## config.mk

```make
export PLATFORM = sky130hd
export DESIGN_NAME = atomic_gpio
export DESIGN_NICKNAME = d
export VERILOG_FILES = /design/src/rtl/atomic_gpio_pkg.sv /design/src/rtl/agpio_sync.sv /design/src/rtl/agpio_pin.sv /design/src/rtl/atomic_gpio.sv
export SDC_FILE = /design/constraint.sdc
export NUM_CORES = 1
export LEC_CHECK = 0
export BUFFER_PORTS_ARGS = -buffer_cell sky130_fd_sc_hd__buf_4
export CORE_ASPECT_RATIO = 0.6
export CORE_MARGIN = 2
export CORE_UTILIZATION = 25
export CTS_CLUSTER_SIZE = 25
export DETAILED_ROUTE_END_ITERATION = 10
export GPL_TIMING_DRIVEN = 0
export PLACE_DENSITY = 0.38
export SETUP_SLACK_MARGIN = 0.1
export SKIP_LAST_GASP = 1
export SLEW_MARGIN = 5
export SYNTH_ARGS = -nofsm -noshare
export SYNTH_HDL_FRONTEND = slang
export SYNTH_SLANG_ARGS = --single-unit
```

## constraint.sdc

```tcl
create_clock -name clk_i -period 3.45 [get_ports clk_i]
set_input_delay 0 -clock clk_i [delete_from_list [all_inputs] [get_ports clk_i]]
set_output_delay 0 -clock clk_i [all_outputs]
set_load 0.01 [all_outputs]
```

## src/rtl/atomic_gpio_pkg.sv

```systemverilog
package atomic_gpio_pkg;
  localparam int NPIN  = 32;
  localparam int BANKW = 16;
  localparam int NFEAT = 6;
  localparam logic [NPIN-1:0] RSVD_PINS = 32'hE080_0000;

  typedef enum logic [4:0] {
    IX_OVAL  = 5'd0,
    IX_OEN   = 5'd1,
    IX_IEN   = 5'd2,
    IX_OAUX1 = 5'd3,
    IX_OAUX2 = 5'd4,
    IX_IAUX1 = 5'd5,
    IX_LEVEL = 5'd6,
    IX_RISE  = 5'd7,
    IX_FALL  = 5'd8
  } reg_ix_e;
endpackage

```

## src/rtl/agpio_sync.sv

```systemverilog
module agpio_sync #(
  parameter int W = 32
) (
  input  logic         clk_i,
  input  logic         rst_ni,
  input  logic [W-1:0] d_i,
  output logic [W-1:0] q_o
);
  logic [W-1:0] s1_q, s2_q;
  always_ff @(posedge clk_i or negedge rst_ni) begin
    if (!rst_ni) begin
      s1_q <= '0;
      s2_q <= '0;
    end else begin
      s1_q <= d_i;
      s2_q <= s1_q;
    end
  end
  assign q_o = s2_q;
endmodule

```

## src/rtl/agpio_pin.sv

```systemverilog
module agpio_pin
  import atomic_gpio_pkg::*;
#(
  parameter bit RSVD = 1'b0
) (
  input  logic             clk_i,
  input  logic             rst_ni,
  input  logic [NFEAT-1:0] set_i,
  input  logic [NFEAT-1:0] clr_i,
  input  logic             rise_clr_i,
  input  logic             fall_clr_i,
  input  logic             lvl_i,
  output logic [NFEAT-1:0] feat_o,
  output logic             level_o,
  output logic             rise_o,
  output logic             fall_o
);
  if (RSVD) begin : g_rsvd
    assign feat_o  = '0;
    assign level_o = 1'b0;
    assign rise_o  = 1'b0;
    assign fall_o  = 1'b0;
  end else begin : g_pin
    logic [NFEAT-1:0] feat_q;
    logic             prev_q, rise_q, fall_q, ien;
    assign ien = feat_q[IX_IEN];
    always_ff @(posedge clk_i or negedge rst_ni) begin
      if (!rst_ni) begin
        feat_q <= '0;
        prev_q <= 1'b0;
        rise_q <= 1'b0;
        fall_q <= 1'b0;
      end else begin
        // clear wins over set
        feat_q <= (feat_q | set_i) & ~clr_i;
        prev_q <= lvl_i;
        // a new edge wins over a clear
        rise_q <= (rise_q & ~rise_clr_i) | (ien & lvl_i & ~prev_q);
        fall_q <= (fall_q & ~fall_clr_i) | (ien & ~lvl_i & prev_q);
      end
    end
    assign feat_o  = feat_q;
    assign level_o = lvl_i & ien;
    assign rise_o  = rise_q;
    assign fall_o  = fall_q;
  end
endmodule

```

## src/rtl/atomic_gpio.sv

```systemverilog
module atomic_gpio
  import atomic_gpio_pkg::*;
(
  input  logic        clk_i,
  input  logic        rst_ni,
  input  logic        we_i,
  input  logic [7:0]  addr_i,
  input  logic [31:0] wdata_i,
  output logic [31:0] rdata_o,
  input  logic [31:0] pad_in_i,
  output logic [31:0] pad_out_o,
  output logic [31:0] pad_oe_o,
  output logic [31:0] out_aux1_o,
  output logic [31:0] out_aux2_o,
  output logic [31:0] in_aux1_o
);
  localparam int NBANK = NPIN / BANKW;

  logic [4:0]           ix;
  logic [4:0]           base;
  logic [NPIN-1:0]      lvl_s;
  logic [NFEAT-1:0][NPIN-1:0] set_v, clr_v, feat_t;
  logic [NPIN-1:0]      rclr_v, fclr_v, level_v, rise_v, fall_v;
  logic [NFEAT-1:0]     pin_set  [NPIN];
  logic [NFEAT-1:0]     pin_clr  [NPIN];
  logic [NFEAT-1:0]     pin_feat [NPIN];

  assign ix   = addr_i[6:2];
  assign base = {addr_i[7], 4'b0000};

  always_comb begin
    set_v  = '0;
    clr_v  = '0;
    rclr_v = '0;
    fclr_v = '0;
    if (we_i) begin
      if (ix < 5'(NFEAT)) begin
        set_v[ix[2:0]][base +: BANKW] = wdata_i[BANKW-1:0];
        clr_v[ix[2:0]][base +: BANKW] = wdata_i[31:BANKW];
      end else if (ix == IX_RISE) begin
        rclr_v[base +: BANKW] = wdata_i[BANKW-1:0];
      end else if (ix == IX_FALL) begin
        fclr_v[base +: BANKW] = wdata_i[BANKW-1:0];
      end
    end
  end

  agpio_sync #(.W(NPIN)) u_sync (
    .clk_i (clk_i),
    .rst_ni(rst_ni),
    .d_i   (pad_in_i),
    .q_o   (lvl_s)
  );

  for (genvar p = 0; p < NPIN; p++) begin : g_pins
    for (genvar f = 0; f < NFEAT; f++) begin : g_map
      assign pin_set[p][f] = set_v[f][p];
      assign pin_clr[p][f] = clr_v[f][p];
      assign feat_t[f][p]  = pin_feat[p][f];
    end
    agpio_pin #(.RSVD(RSVD_PINS[p])) u_pin (
      .clk_i     (clk_i),
      .rst_ni    (rst_ni),
      .set_i     (pin_set[p]),
      .clr_i     (pin_clr[p]),
      .rise_clr_i(rclr_v[p]),
      .fall_clr_i(fclr_v[p]),
      .lvl_i     (lvl_s[p]),
      .feat_o    (pin_feat[p]),
      .level_o   (level_v[p]),
      .rise_o    (rise_v[p]),
      .fall_o    (fall_v[p])
    );
  end

  always_comb begin
    rdata_o = '0;
    if (ix < 5'(NFEAT))      rdata_o[BANKW-1:0] = feat_t[ix[2:0]][base +: BANKW];
    else if (ix == IX_LEVEL) rdata_o[BANKW-1:0] = level_v[base +: BANKW];
    else if (ix == IX_RISE)  rdata_o[BANKW-1:0] = rise_v[base +: BANKW];
    else if (ix == IX_FALL)  rdata_o[BANKW-1:0] = fall_v[base +: BANKW];
  end

  assign pad_oe_o   = feat_t[IX_OEN];
  assign pad_out_o  = feat_t[IX_OVAL] & feat_t[IX_OEN];
  assign out_aux1_o = feat_t[IX_OAUX1];
  assign out_aux2_o = feat_t[IX_OAUX2];
  assign in_aux1_o  = feat_t[IX_IAUX1];

  if (NBANK != 2) begin : g_bad_cfg
    initial $error("atomic_gpio expects two banks");
  end
endmodule

```

==> summary.md, run 1 <==
| Metric | Value |
|---|---|
| Avg Inst Size Synth | `10.4 um^2` |
| Post-synth top area share | `52.2%` |
| Status | `finished clean` |
| Core area | `57900 um^2` |
| Class of the most critical hold timing path | `input pin to async pin` |
| Iteration-0 DRC count of the detailed router | `1484` |
| Summed instance area of the synthesized netlist | `14800 um^2` |
| Post-CTS setup-driven buffer insertion count | `0` |
| Count of synthesis-stage warnings from yosys | `0` |
| P per Cell Area | `509 nW/um^2` |
| Cell count after synthesis | `1416` |
| Reg2reg setup slack | `2070 ps` |
| Required time reported for the critical path endpoint | `3450 ps` |
| Total global-route track usage | `22.3%` |
| Layout cells sized above 1 | `29.7%` |
| Insertion delay of the later-clocked pin in the worst-skew pair | `610 ps` |
| Reg-to-reg critical path startpoint | `g_pins[28].u_pin.feat_o[3]` |
| Post-Route Skew | `23.6 ps` |
| Std-Cell Rows | `68` |
| Maximum vdd drop | `362 uV` |
| Distinct cell type count of the synthesized netlist | `65` |
| First-pass GRT wire length | `98100 um` |
| Setup repair after global routing missed its margin | `no` |
| Most frequent cells in the layout | `376 x sky130_fd_sc_hd__buf_4, 308 x sky130_fd_sc_hd__dfrtp_1, 246 x sky130_fd_sc_hd__a21oi_1` |
| Finished Core Util | `33.4%` |
| Area leader, netlist | `sky130_fd_sc_hd__dfrtp_1` |
| Die X | `318 um` |
| Die Outline Area | `61100 um^2` |
| Critical Setup Path Class | `input pin to primary output` |
| Port buffer count | `222` |
| Total CTS buffers | `31` |
| Post-Route Hold Slack | `6.81 ps` |
| Residual DRC count | `0` |
| FF+latch count, synth | `308` |
| Number of antenna repair diodes | `0` |
| PostCTS Resize Cnt | `0` |
| Worst Slack Setup Final | `471 ps` |
| Fin. max-slew vios | `0` |
| Max-cap check violation count | `0` |
| Capture point of the worst reg-to-reg path | `g_pins[28].u_pin.feat_o[3]` |
| FFs w/ async S/R, synth | `100%` |
| Cell family with most CP delay | `buffers and inverters` |
| Category of the worst setup path launch point | `input pin` |
| Weighted congestion reported at the end of routability-driven placement | `0.906` |
| Final Net Count | `1850` |
| Top cells by area, synth | `sky130_fd_sc_hd__dfrtp_1 52%, sky130_fd_sc_hd__a21oi_1 8.3%, sky130_fd_sc_hd__buf_4 7.9%, sky130_fd_sc_hd__a31oi_1 4.6%, sky130_fd_sc_hd__o21ai_0 3.2%` |
| Hpwl dp | `51300 um` |
| Maximum net fanout on the critical path | `10` |
| Post-place setup slack | `501 ps` |
| Cells along the critical path | `buf_2 > buf_2 > buf_1 > clkbuf_1 > o21ai_0 > o2bb2ai_1 > buf_4` |
| Relative area change from synthesis to final layout | `31.0%` |
| Drt wl/cell | `26.9 um` |
| Clock root buffer master | `sky130_fd_sc_hd__clkbuf_16` |
| Total power | `9.84 mW` |
| Final Non-Filler Cells | `2567` |
| Crit path largest cell delay | `810 ps` |
| EDFF count, synth | `0` |
| Vias per cell | `5.19` |
| TritonCTS clock tree | `built` |
| Arrival time of data at the critical path endpoint | `2980 ps` |
| Via count of the first global-routing pass | `13281` |
| Most used cell along the critical path | `sky130_fd_sc_hd__buf_2` |
| Slowest CP cell | `sky130_fd_sc_hd__clkbuf_1` |
| Capturing element type of the critical path | `primary output` |
| Maximum number of pins on one net before global-route repair | `110` |
| Cells on worst reg2reg path | `3` |
| # placed instances | `2445` |
| Vertical die dimension | `192 um` |
| Wire length reported by the detailed router | `69000 um` |
| Number of failing hold endpoints at the final stage | `0` |
| Num Clock Sinks | `308` |
| Clock Path Buffers | `3` |
| Primary flip-flop cell chosen by synthesis mapping | `sky130_fd_sc_hd__dfrtp_1` |
| Clock transition time at the flip-flop clock pins of the worst setup and hold paths | `70 ps` |
| Count of buffering cells on the critical path with inverters included | `5` |
| Least-Margin Pin Slew | `1160 ps` |
| Grt total ovfl | `0` |
| Number of nets with antenna violations after detailed routing | `0` |
| Via total after detailed routing | `13319` |
| Seq/Total Area, Yosys | `52.2%` |
| Most common cell after layout, fill and taps aside | `sky130_fd_sc_hd__buf_4` |
| Max Clk Rate | `336 MHz` |
| Tmin final | `2980 ps` |
| First-pass DRT Iterations | `7` |
| Starting density of the core | `25.5%` |
| Worst slew slack as a fraction of its limit | `23.0%` |
| Endpoints failing setup | `0` |
| Static leakage | `8.61 nW` |
| Portion of the clock cycle consumed by the worst path in the final layout | `86.3%` |
| Count of pins on the block boundary | `267` |
| Number of antenna violations at the first check in global routing | `2` |
| Total number of H-tree levels | `1` |
| Cts hold-fix bufs | `67` |
[sequential cells by signal, indices dropped and copies added (netlist names)]
| name | count |
|---|---|
| g_pins.u_pin.fall_o | 28 |
| g_pins.u_pin.feat_o | 168 |
| g_pins.u_pin.g_pin.prev_q | 28 |
| g_pins.u_pin.rise_o | 28 |
| u_sync.q_o | 28 |
| u_sync.s1_q | 28 |
[synthesized netlist by cell type, types with 5 or more instances]
master                      number
sky130_fd_sc_hd__o32ai_1         9
sky130_fd_sc_hd__nand2b_1        6
sky130_fd_sc_hd__mux2_2         23
sky130_fd_sc_hd__and3b_1         5
sky130_fd_sc_hd__mux2i_1        38
sky130_fd_sc_hd__a221oi_1        9
sky130_fd_sc_hd__o22ai_1         7
sky130_fd_sc_hd__nor2_1         15
sky130_fd_sc_hd__and2_1         39
sky130_fd_sc_hd__a222oi_1        5
sky130_fd_sc_hd__nor2_4         10
sky130_fd_sc_hd__buf_1           5
sky130_fd_sc_hd__buf_4         155
sky130_fd_sc_hd__dfrtp_1       308
sky130_fd_sc_hd__o2bb2ai_1       9
sky130_fd_sc_hd__inv_1           7
sky130_fd_sc_hd__nand3_1         8
sky130_fd_sc_hd__a22oi_1         5
sky130_fd_sc_hd__a221o_1        13
sky130_fd_sc_hd__nand2_1        86
sky130_fd_sc_hd__clkbuf_1       46
sky130_fd_sc_hd__a31oi_1       109
sky130_fd_sc_hd__nand3b_1       33
sky130_fd_sc_hd__a21oi_1       246
sky130_fd_sc_hd__buf_2          46
sky130_fd_sc_hd__mux4_2          9
sky130_fd_sc_hd__o211ai_1        9
sky130_fd_sc_hd__o21ai_0        93
[power breakdown]
part           internal [mW]  switching [mW]  total (mW)
Sequential              3.95           0.378        4.33
Clock                   2.16            1.63        3.79
Combinational          0.809           0.910        1.72
Total                   6.92            2.92        9.84
[final cells by class]
type | count | area, um^2
sequential | 308 | 7710
timing repair buffer | 291 | 2400
tap | 770 | 963
buffer | 253 | 1600
clock inverter | 18 | 258
clock buffer | 37 | 828
inverter | 7 | 26.3
multi-input combinational | 883 | 5560
fill | 6006 | 38600
[worst reg2reg max path, stage by stage, from the launching register on]
cell	delay [ps]
sky130_fd_sc_hd__dfrtp_1	430
sky130_fd_sc_hd__a31oi_1	170
sky130_fd_sc_hd__a31oi_1	50
sky130_fd_sc_hd__dlygate4sd3_1	610
[routing by layer]
metal	vias up	wire [um]	GRT usage, %
met5	-	77	0.952
met2	642	29000	32.7
met4	4	1440	4.84
met3	91	6650	6.68
met1	6839	31800	32.1
li1	5743	-	-
[per-stage QoR]
| step | area [um^2] | setup TNS (ps) |
|---|---|---|
| floorplan | 14900 | 0 |
| finish | 19300 | 0 |
| global route | 19300 | 0 |
| global placement | 17500 | -213700 |
| CTS | 19300 | 0 |
| detailed placement | 17600 | 0 |
[cells by family (layout without fill, tap and decap cells)]
kind of cell | Yosys count | after routing | synth area share, %
AOI/OAI and AO/OA | 542 | 542 | 21.7
buffers and inverters | 260 | 606 | 11.0
DFF | 308 | 308 | 52.2
muxes | 70 | 70 | 5.71
other | 1 | 36 | 0.0254
and+or+nand+nor | 235 | 235 | 9.39
[worst max-delay path by stage]
stage / start / end / slack [ps] / depth (start not counted)
after global routing: addr_i[5] / rdata_o[7] / 330 / 9
after floorplan: g_pins[6].u_pin.feat_o[2] / rdata_o[6] / 1930 / 4
final: addr_i[7] / rdata_o[2] / 470 / 7
after detailed placement: addr_i[7] / rdata_o[2] / 500 / 7
after global placement: rst_ni / g_pins[9].u_pin.feat_o[0] / -770 / 1
after CTS: addr_i[5] / rdata_o[7] / 470 / 9
Power figures use the tool's default switching activity.
==> run 2, diff against run 1 <==
--- a/config.mk
+++ b/config.mk
@@ -15,7 +15,7 @@
 export PLACE_DENSITY = 0.38
 export SETUP_SLACK_MARGIN = 0.1
 export SKIP_LAST_GASP = 1
-export SLEW_MARGIN = 5
+export SLEW_MARGIN = 25
 export SYNTH_ARGS = -nofsm -noshare
 export SYNTH_HDL_FRONTEND = slang
 export SYNTH_SLANG_ARGS = --single-unit
==> constraint.sdc (replaced) <==
create_clock -name clk_i -period 3.4 [get_ports clk_i]
set_input_delay 0 -clock clk_i [delete_from_list [all_inputs] [get_ports clk_i]]
set_output_delay 0 -clock clk_i [all_outputs]
set_load 0.01 [all_outputs]
==> run 2 against run 1 <==
Effect of this change:
- sequential share of layout area fell by 0.22 points
- worst setup slack got worse by 35 ps
- core utilization rose by 0.18 points
- global-route usage rose by 0.095 points
- first-iteration DRC count fell by 4.2%
- power rose by 2.3%
- count of clock-buffer cells in the layout rose by 9
- non-clock buffer count rose by 1
- critical path type unchanged
- highest routed layer is now met4
==> summary.md, run 2 (synthesis gave the netlist of run 1 again) <==
| Metric | Value |
|---|---|
| Finished Core Util | `33.6%` |
| Residual DRC count | `0` |
| Vias per cell | `5.13` |
| Clock Path Buffers | `3` |
| Total power | `10.1 mW` |
| Wire length reported by the detailed router | `68700 um` |
| Arrival time of data at the critical path endpoint | `2960 ps` |
| Required time reported for the critical path endpoint | `3400 ps` |
| Final Net Count | `1854` |
| Post-Route Hold Slack | `33.3 ps` |
| Number of nets with antenna violations after detailed routing | `0` |
| Relative area change from synthesis to final layout | `31.7%` |
| Total global-route track usage | `22.4%` |
| Total CTS buffers | `34` |
| Core area | `57900 um^2` |
| Die X | `318 um` |
| Total number of H-tree levels | `2` |
| Total of fill cells in the finished design | `5988` |
| Max Clk Rate | `337 MHz` |
| Sw Share | `29.6%` |
| Worst slew slack as a fraction of its limit | `24.4%` |
| Status | `finished clean` |
| Portion of the clock cycle consumed by the worst path in the final layout | `87.2%` |
| Number of antenna violations at the first check in global routing | `0` |
| Maximum vdd drop | `279 uV` |
| Category of the worst setup path launch point | `input pin` |
| First-pass GRT wire length | `98300 um` |
| Grt total ovfl | `0` |
| Clock group share of total power | `38.9%` |
| Flop pwr share | `43.7%` |
| Clock root buffer master | `sky130_fd_sc_hd__clkbuf_16` |
| Setup repair after global routing missed its margin | `no` |
| Worst Slack Setup Final | `436 ps` |
| Class of the most critical hold timing path | `input pin to register` |
| TritonCTS clock tree | `built` |
| PostCTS Resize Cnt | `0` |
| Iteration-0 DRC count of the detailed router | `1421` |
| Slowest CP cell | `sky130_fd_sc_hd__dlygate4sd3_1` |
| Hpwl dp | `51200 um` |
| Static leakage | `8.67 nW` |
| Crit path largest cell delay | `550 ps` |
| Via total after detailed routing | `13220` |
| Number of antenna repair diodes | `0` |
| Flip-flop count of the largest register, all copies and words added | `168` |
| Switching Power | `2.98 mW` |
| Num Clock Sinks | `308` |
| Maximum number of pins on one net before global-route repair | `85` |
| Cell-internal power | `7.08 mW` |
| Post-placement cell area | `17600 um^2` |
| Capturing element type of the critical path | `primary output` |
| Max-cap check violation count | `0` |
| Starting density of the core | `25.5%` |
| Count of pins on the block boundary | `267` |
| Least-Margin Pin Slew | `1130 ps` |
| Number of failing hold endpoints at the final stage | `0` |
| Final Non-Filler Cells | `2575` |
| Via count of the first global-routing pass | `13248` |
| Critical Setup Path Class | `input pin to primary output` |
| Clock transition time at the flip-flop clock pins of the worst setup and hold paths | `60 ps` |
| Die Outline Area | `61100 um^2` |
| # placed instances | `2447` |
| Most common cell after layout, fill and taps aside | `sky130_fd_sc_hd__buf_4` |
| Fin. max-slew vios | `0` |
| Drt wl/cell | `26.7 um` |
| Part of the power in combinational logic | `17.4%` |
| Endpoints failing setup | `0` |
| Cells along the critical path | `dlygate4sd3_1 > buf_2 > nor3b_2 > and2_0 > clkbuf_1 > buf_2 > a222oi_1 > o32ai_1 > buf_4` |
| Std-Cell Rows | `68` |
| Final-layout setup total negative slack | `0 ps` |
| Reg2reg setup slack | `2040 ps` |
| Vertical die dimension | `192 um` |
| Post-Route Skew | `21.2 ps` |
| Weighted congestion reported at the end of routability-driven placement | `0.906` |
| Most frequent cells in the layout | `376 x sky130_fd_sc_hd__buf_4, 308 x sky130_fd_sc_hd__dfrtp_1, 246 x sky130_fd_sc_hd__a21oi_1` |
| Most used cell along the critical path | `sky130_fd_sc_hd__buf_2` |
| P per Cell Area | `517 nW/um^2` |
| Area of all placed cells without fillers | `19400 um^2` |
| Maximum net fanout on the critical path | `10` |
| Layout cells sized above 1 | `30.0%` |
| Post-place setup slack | `441 ps` |
| Port buffer count | `222` |
| Insertion delay of the later-clocked pin in the worst-skew pair | `550 ps` |
| First-pass DRT Iterations | `5` |
| Tmin final | `2960 ps` |
==> run 2: what timing repair did <==
item,in CTS,in global routing
hold buffers,66,0
setup buffers,0,0
endpoints found under the hold margin,298,0
==> run 2: routing by layer <==
metal / part of all wire, % / global-route usage [%] / wire, um
met2: 42 / 32.8 / 29200
met1: 47 / 33.1 / 32600
met4: 1.8 / 5.05 / 1270
met5: 0 / 0 / 0
met3: 8.3 / 5.23 / 5720
==> run 2: final timing paths <==
path | startpoint | end | cells after the start
setup / recovery | addr_i[5] | rdata_o[7] | 9
hold / removal | addr_i[6] | g_pins[28].u_pin.fall_o | 5
setup reg to reg | g_pins[28].u_pin.feat_o[3] | g_pins[28].u_pin.feat_o[3] | 3
hold reg to reg | u_sync.s1_q[7] | u_sync.q_o[7] | 0
max in group asynchronous | rst_ni | g_pins[5].u_pin.feat_o[2] | 5
min in group asynchronous | rst_ni | u_sync.s1_q[17] | 3
==> run 2: worst max-delay path: cells and delay by family <==
kind / cells / cell delay, ps
AO/OA/AOI/OAI: 2 / 480
AND/OR/NAND/NOR: 2 / 640
buffers and inverters: 5 / 1820
==> run 2: cell type report <==
class,count,area (um^2),share of cell area (%)
buffer,253,1600,8.21
clock buffer,46,966,4.97
clock inverter,16,180,0.927
inverter,7,26.3,0.135
multi-input combinational,883,5560,28.6
sequential,308,7710,39.6
tap,770,963,4.95
timing repair buffer,292,2440,12.6
==> run 2: power groups by stage <==
stage / logic, mW / registers (mW) / clock network, mW
floorplan: 0.951 / 4.26 / 0
global placement: 1.65 / 4.46 / 0
detailed placement: 1.68 / 4.46 / 0
CTS: 1.75 / 4.39 / 4.00
global route: 1.91 / 4.44 / 4.16
finish: 1.75 / 4.39 / 3.92
==> run 3, diff against run 2 <==
--- a/config.mk
+++ b/config.mk
@@ -11,7 +11,9 @@
 export CORE_UTILIZATION = 25
 export CTS_CLUSTER_SIZE = 25
 export DETAILED_ROUTE_END_ITERATION = 10
+export GPL_ROUTABILITY_DRIVEN = 0
 export GPL_TIMING_DRIVEN = 0
+export HOLD_SLACK_MARGIN = 0.1
 export PLACE_DENSITY = 0.38
 export SETUP_SLACK_MARGIN = 0.1
 export SKIP_LAST_GASP = 1
==> run 3 against run 2 <==
Effect of this change:
- via count is 1.1% higher
- design area is 1.6% higher
- core utilization grew 0.53 points
- clock skew is 2.9 ps higher
- clock power barely moved
- power rose by 0.31%
- sequential power about the same
- maximum frequency decreased by 1.9%
- register-to-register slack about the same
- sequential share of layout area is 0.62 points lower
- die area unchanged
- wire length is 0.16% higher
- critical endpoint is now rdata_o[14]
- highest routed layer unchanged
==> summary.md, run 3 (synthesis gave the netlist of run 1 again) <==
| Metric | Value |
|---|---|
| Status | `finished clean` |
| Grt total ovfl | `0` |
| Maximum vdd drop | `283 uV` |
| Drt wl/cell | `26.4 um` |
| Count of pins on the block boundary | `267` |
| Class of the most critical hold timing path | `input pin to register` |
| Portion of the clock cycle consumed by the worst path in the final layout | `88.8%` |
| Post-Route Skew | `24.0 ps` |
| Via count of the first global-routing pass | `13342` |
| Critical Setup Path Class | `input pin to primary output` |
| Max-cap check violation count | `0` |
| Hpwl dp | `51200 um` |
| Cells along the critical path | `dlygate4sd3_1 > buf_2 > nor3b_2 > and2_0 > clkbuf_1 > buf_2 > a222oi_1 > o22ai_1 > buf_4` |
| Category of the worst setup path launch point | `input pin` |
| Critical hold path startpoint | `pad_in_i[2]` |
| Layout cells sized above 1 | `29.5%` |
| Maximum net fanout on the critical path | `11` |
| Slowest CP cell | `sky130_fd_sc_hd__dlygate4sd3_1` |
| Endpoints failing setup | `0` |
| Port buffer count | `222` |
| Worst slew slack as a fraction of its limit | `24.7%` |
| Iteration-0 DRC count of the detailed router | `1437` |
| Vertical die dimension | `192 um` |
| TritonCTS clock tree | `built` |
| Via total after detailed routing | `13365` |
| Final Net Count | `1884` |
| Cell family with most CP delay | `buffers and inverters` |
| Vias per cell | `5.12` |
| Least-Margin Pin Slew | `1130 ps` |
| Relative area change from synthesis to final layout | `33.8%` |
| P per Cell Area | `511 nW/um^2` |
| Required time reported for the critical path endpoint | `3400 ps` |
| Maximum number of pins on one net before global-route repair | `85` |
| Tmin final | `3020 ps` |
| First-pass DRT Iterations | `6` |
| Clock transition time at the flip-flop clock pins of the worst setup and hold paths | `60 ps` |
| Num Clock Sinks | `308` |
| Hold depth | `2` |
| Std-Cell Rows | `68` |
| Wire length reported by the detailed router | `68800 um` |
| Core area | `57900 um^2` |
| First-pass GRT wire length | `98600 um` |
| Post-place setup slack | `441 ps` |
| Die Outline Area | `61100 um^2` |
| Total global-route track usage | `22.4%` |
| Fin. max-slew vios | `0` |
| Most frequent cells in the layout | `376 x sky130_fd_sc_hd__buf_4, 308 x sky130_fd_sc_hd__dfrtp_1, 246 x sky130_fd_sc_hd__a21oi_1` |
| Cells on worst reg2reg path | `3` |
| Die X | `318 um` |
| Reg-to-reg critical path startpoint | `g_pins[28].u_pin.feat_o[3]` |
| Post-Route Hold Slack | `115 ps` |
| Number of failing hold endpoints at the final stage | `0` |
| Total CTS buffers | `34` |
| Reg2reg setup slack | `2030 ps` |
| Total number of H-tree levels | `2` |
| Finished Core Util | `34.1%` |
| Residual DRC count | `0` |
| Clock root buffer master | `sky130_fd_sc_hd__clkbuf_16` |
| Most common cell after layout, fill and taps aside | `sky130_fd_sc_hd__buf_4` |
| Max Clk Rate | `331 MHz` |
| Setup repair after global routing missed its margin | `no` |
| Capturing element type of the critical path | `primary output` |
| Number of antenna violations at the first check in global routing | `0` |
| Starting density of the core | `25.5%` |
| Insertion delay of the later-clocked pin in the worst-skew pair | `560 ps` |
| Worst Slack Setup Final | `380 ps` |
| Post-CTS setup-driven buffer insertion count | `0` |
| Clock Path Buffers | `3` |
| Capture point of the worst reg-to-reg path | `g_pins[28].u_pin.feat_o[3]` |
| Arrival time of data at the critical path endpoint | `3020 ps` |
| Most used cell along the critical path | `sky130_fd_sc_hd__buf_2` |
| Static leakage | `8.81 nW` |
| Count of buffering cells on the critical path with inverters included | `5` |
| Number of nets with antenna violations after detailed routing | `0` |
| Final-layout setup total negative slack | `0 ps` |
| Flip-flop count of the largest register, all copies and words added | `168` |
| Total power | `10.1 mW` |
| Sink of the worst hold path | `u_sync.s1_q[2]` |
| Crit path largest cell delay | `550 ps` |
-- run 3: worst register-to-register path, cell delays in order (launching register included) --
cell and delay, ps:
sky130_fd_sc_hd__dfrtp_1 420, sky130_fd_sc_hd__a31oi_1 160, sky130_fd_sc_hd__a31oi_1 50, sky130_fd_sc_hd__dlygate4sd3_1 610
-- run 3: per-stage QoR --
stage / cell area, um^2 / cells
after floorplan: 14900 / 1451
after global placement: 17500 / 2443
after detailed placement: 17600 / 2447
after CTS: 19700 / 2605
after global routing: 19700 / 2605
final: 19800 / 2608
-- run 3: worst max path at each step --
stage                                          from                   endpoint  cells after the start
after floorplan           g_pins[6].u_pin.feat_o[2]                 rdata_o[6]                      4
after global placement                       rst_ni  g_pins[9].u_pin.feat_o[0]                      1
after detailed placement                  addr_i[7]                 rdata_o[2]                      7
after CTS                                 addr_i[5]                 rdata_o[7]                      9
after global routing                      addr_i[5]                rdata_o[14]                      9
final                                     addr_i[5]                rdata_o[14]                      9
-- run 3: area by class of cell --
class | count | area (um^2)
tap | 770 | 963
buffer | 253 | 1600
inverter | 7 | 26.3
fill | 5973 | 38200
clock inverter | 16 | 180
clock buffer | 46 | 966
timing repair buffer | 322 | 2750
sequential | 308 | 7710
multi-input combinational | 883 | 5560
antenna | 3 | 7.51
-- run 3: repair_timing --
action                    CTS  global route
gates resized for setup     0             0
hold buffers               96             0
hold endpoints to repair  421             0
-- run 3: routing by layer --
| metal | vias to the layer above | global-route usage (%) | share of wire [%] |
|---|---|---|---|
| li1 | 5808 | - | - |
| met1 | 6849 | 33.2 | 47 |
| met2 | 637 | 32.9 | 43 |
| met3 | 71 | 5.23 | 8.4 |
| met4 | 0 | 5.05 | 1.7 |
| met5 | - | 0 | 0 |
-- run 3: power by group --
group | switching [mW] | total [mW] | internal, mW
registers | 0.380 | 4.39 | 4.01
logic | 0.926 | 1.78 | 0.853
clock network | 1.68 | 3.92 | 2.24
total | 2.98 | 10.1 | 7.11
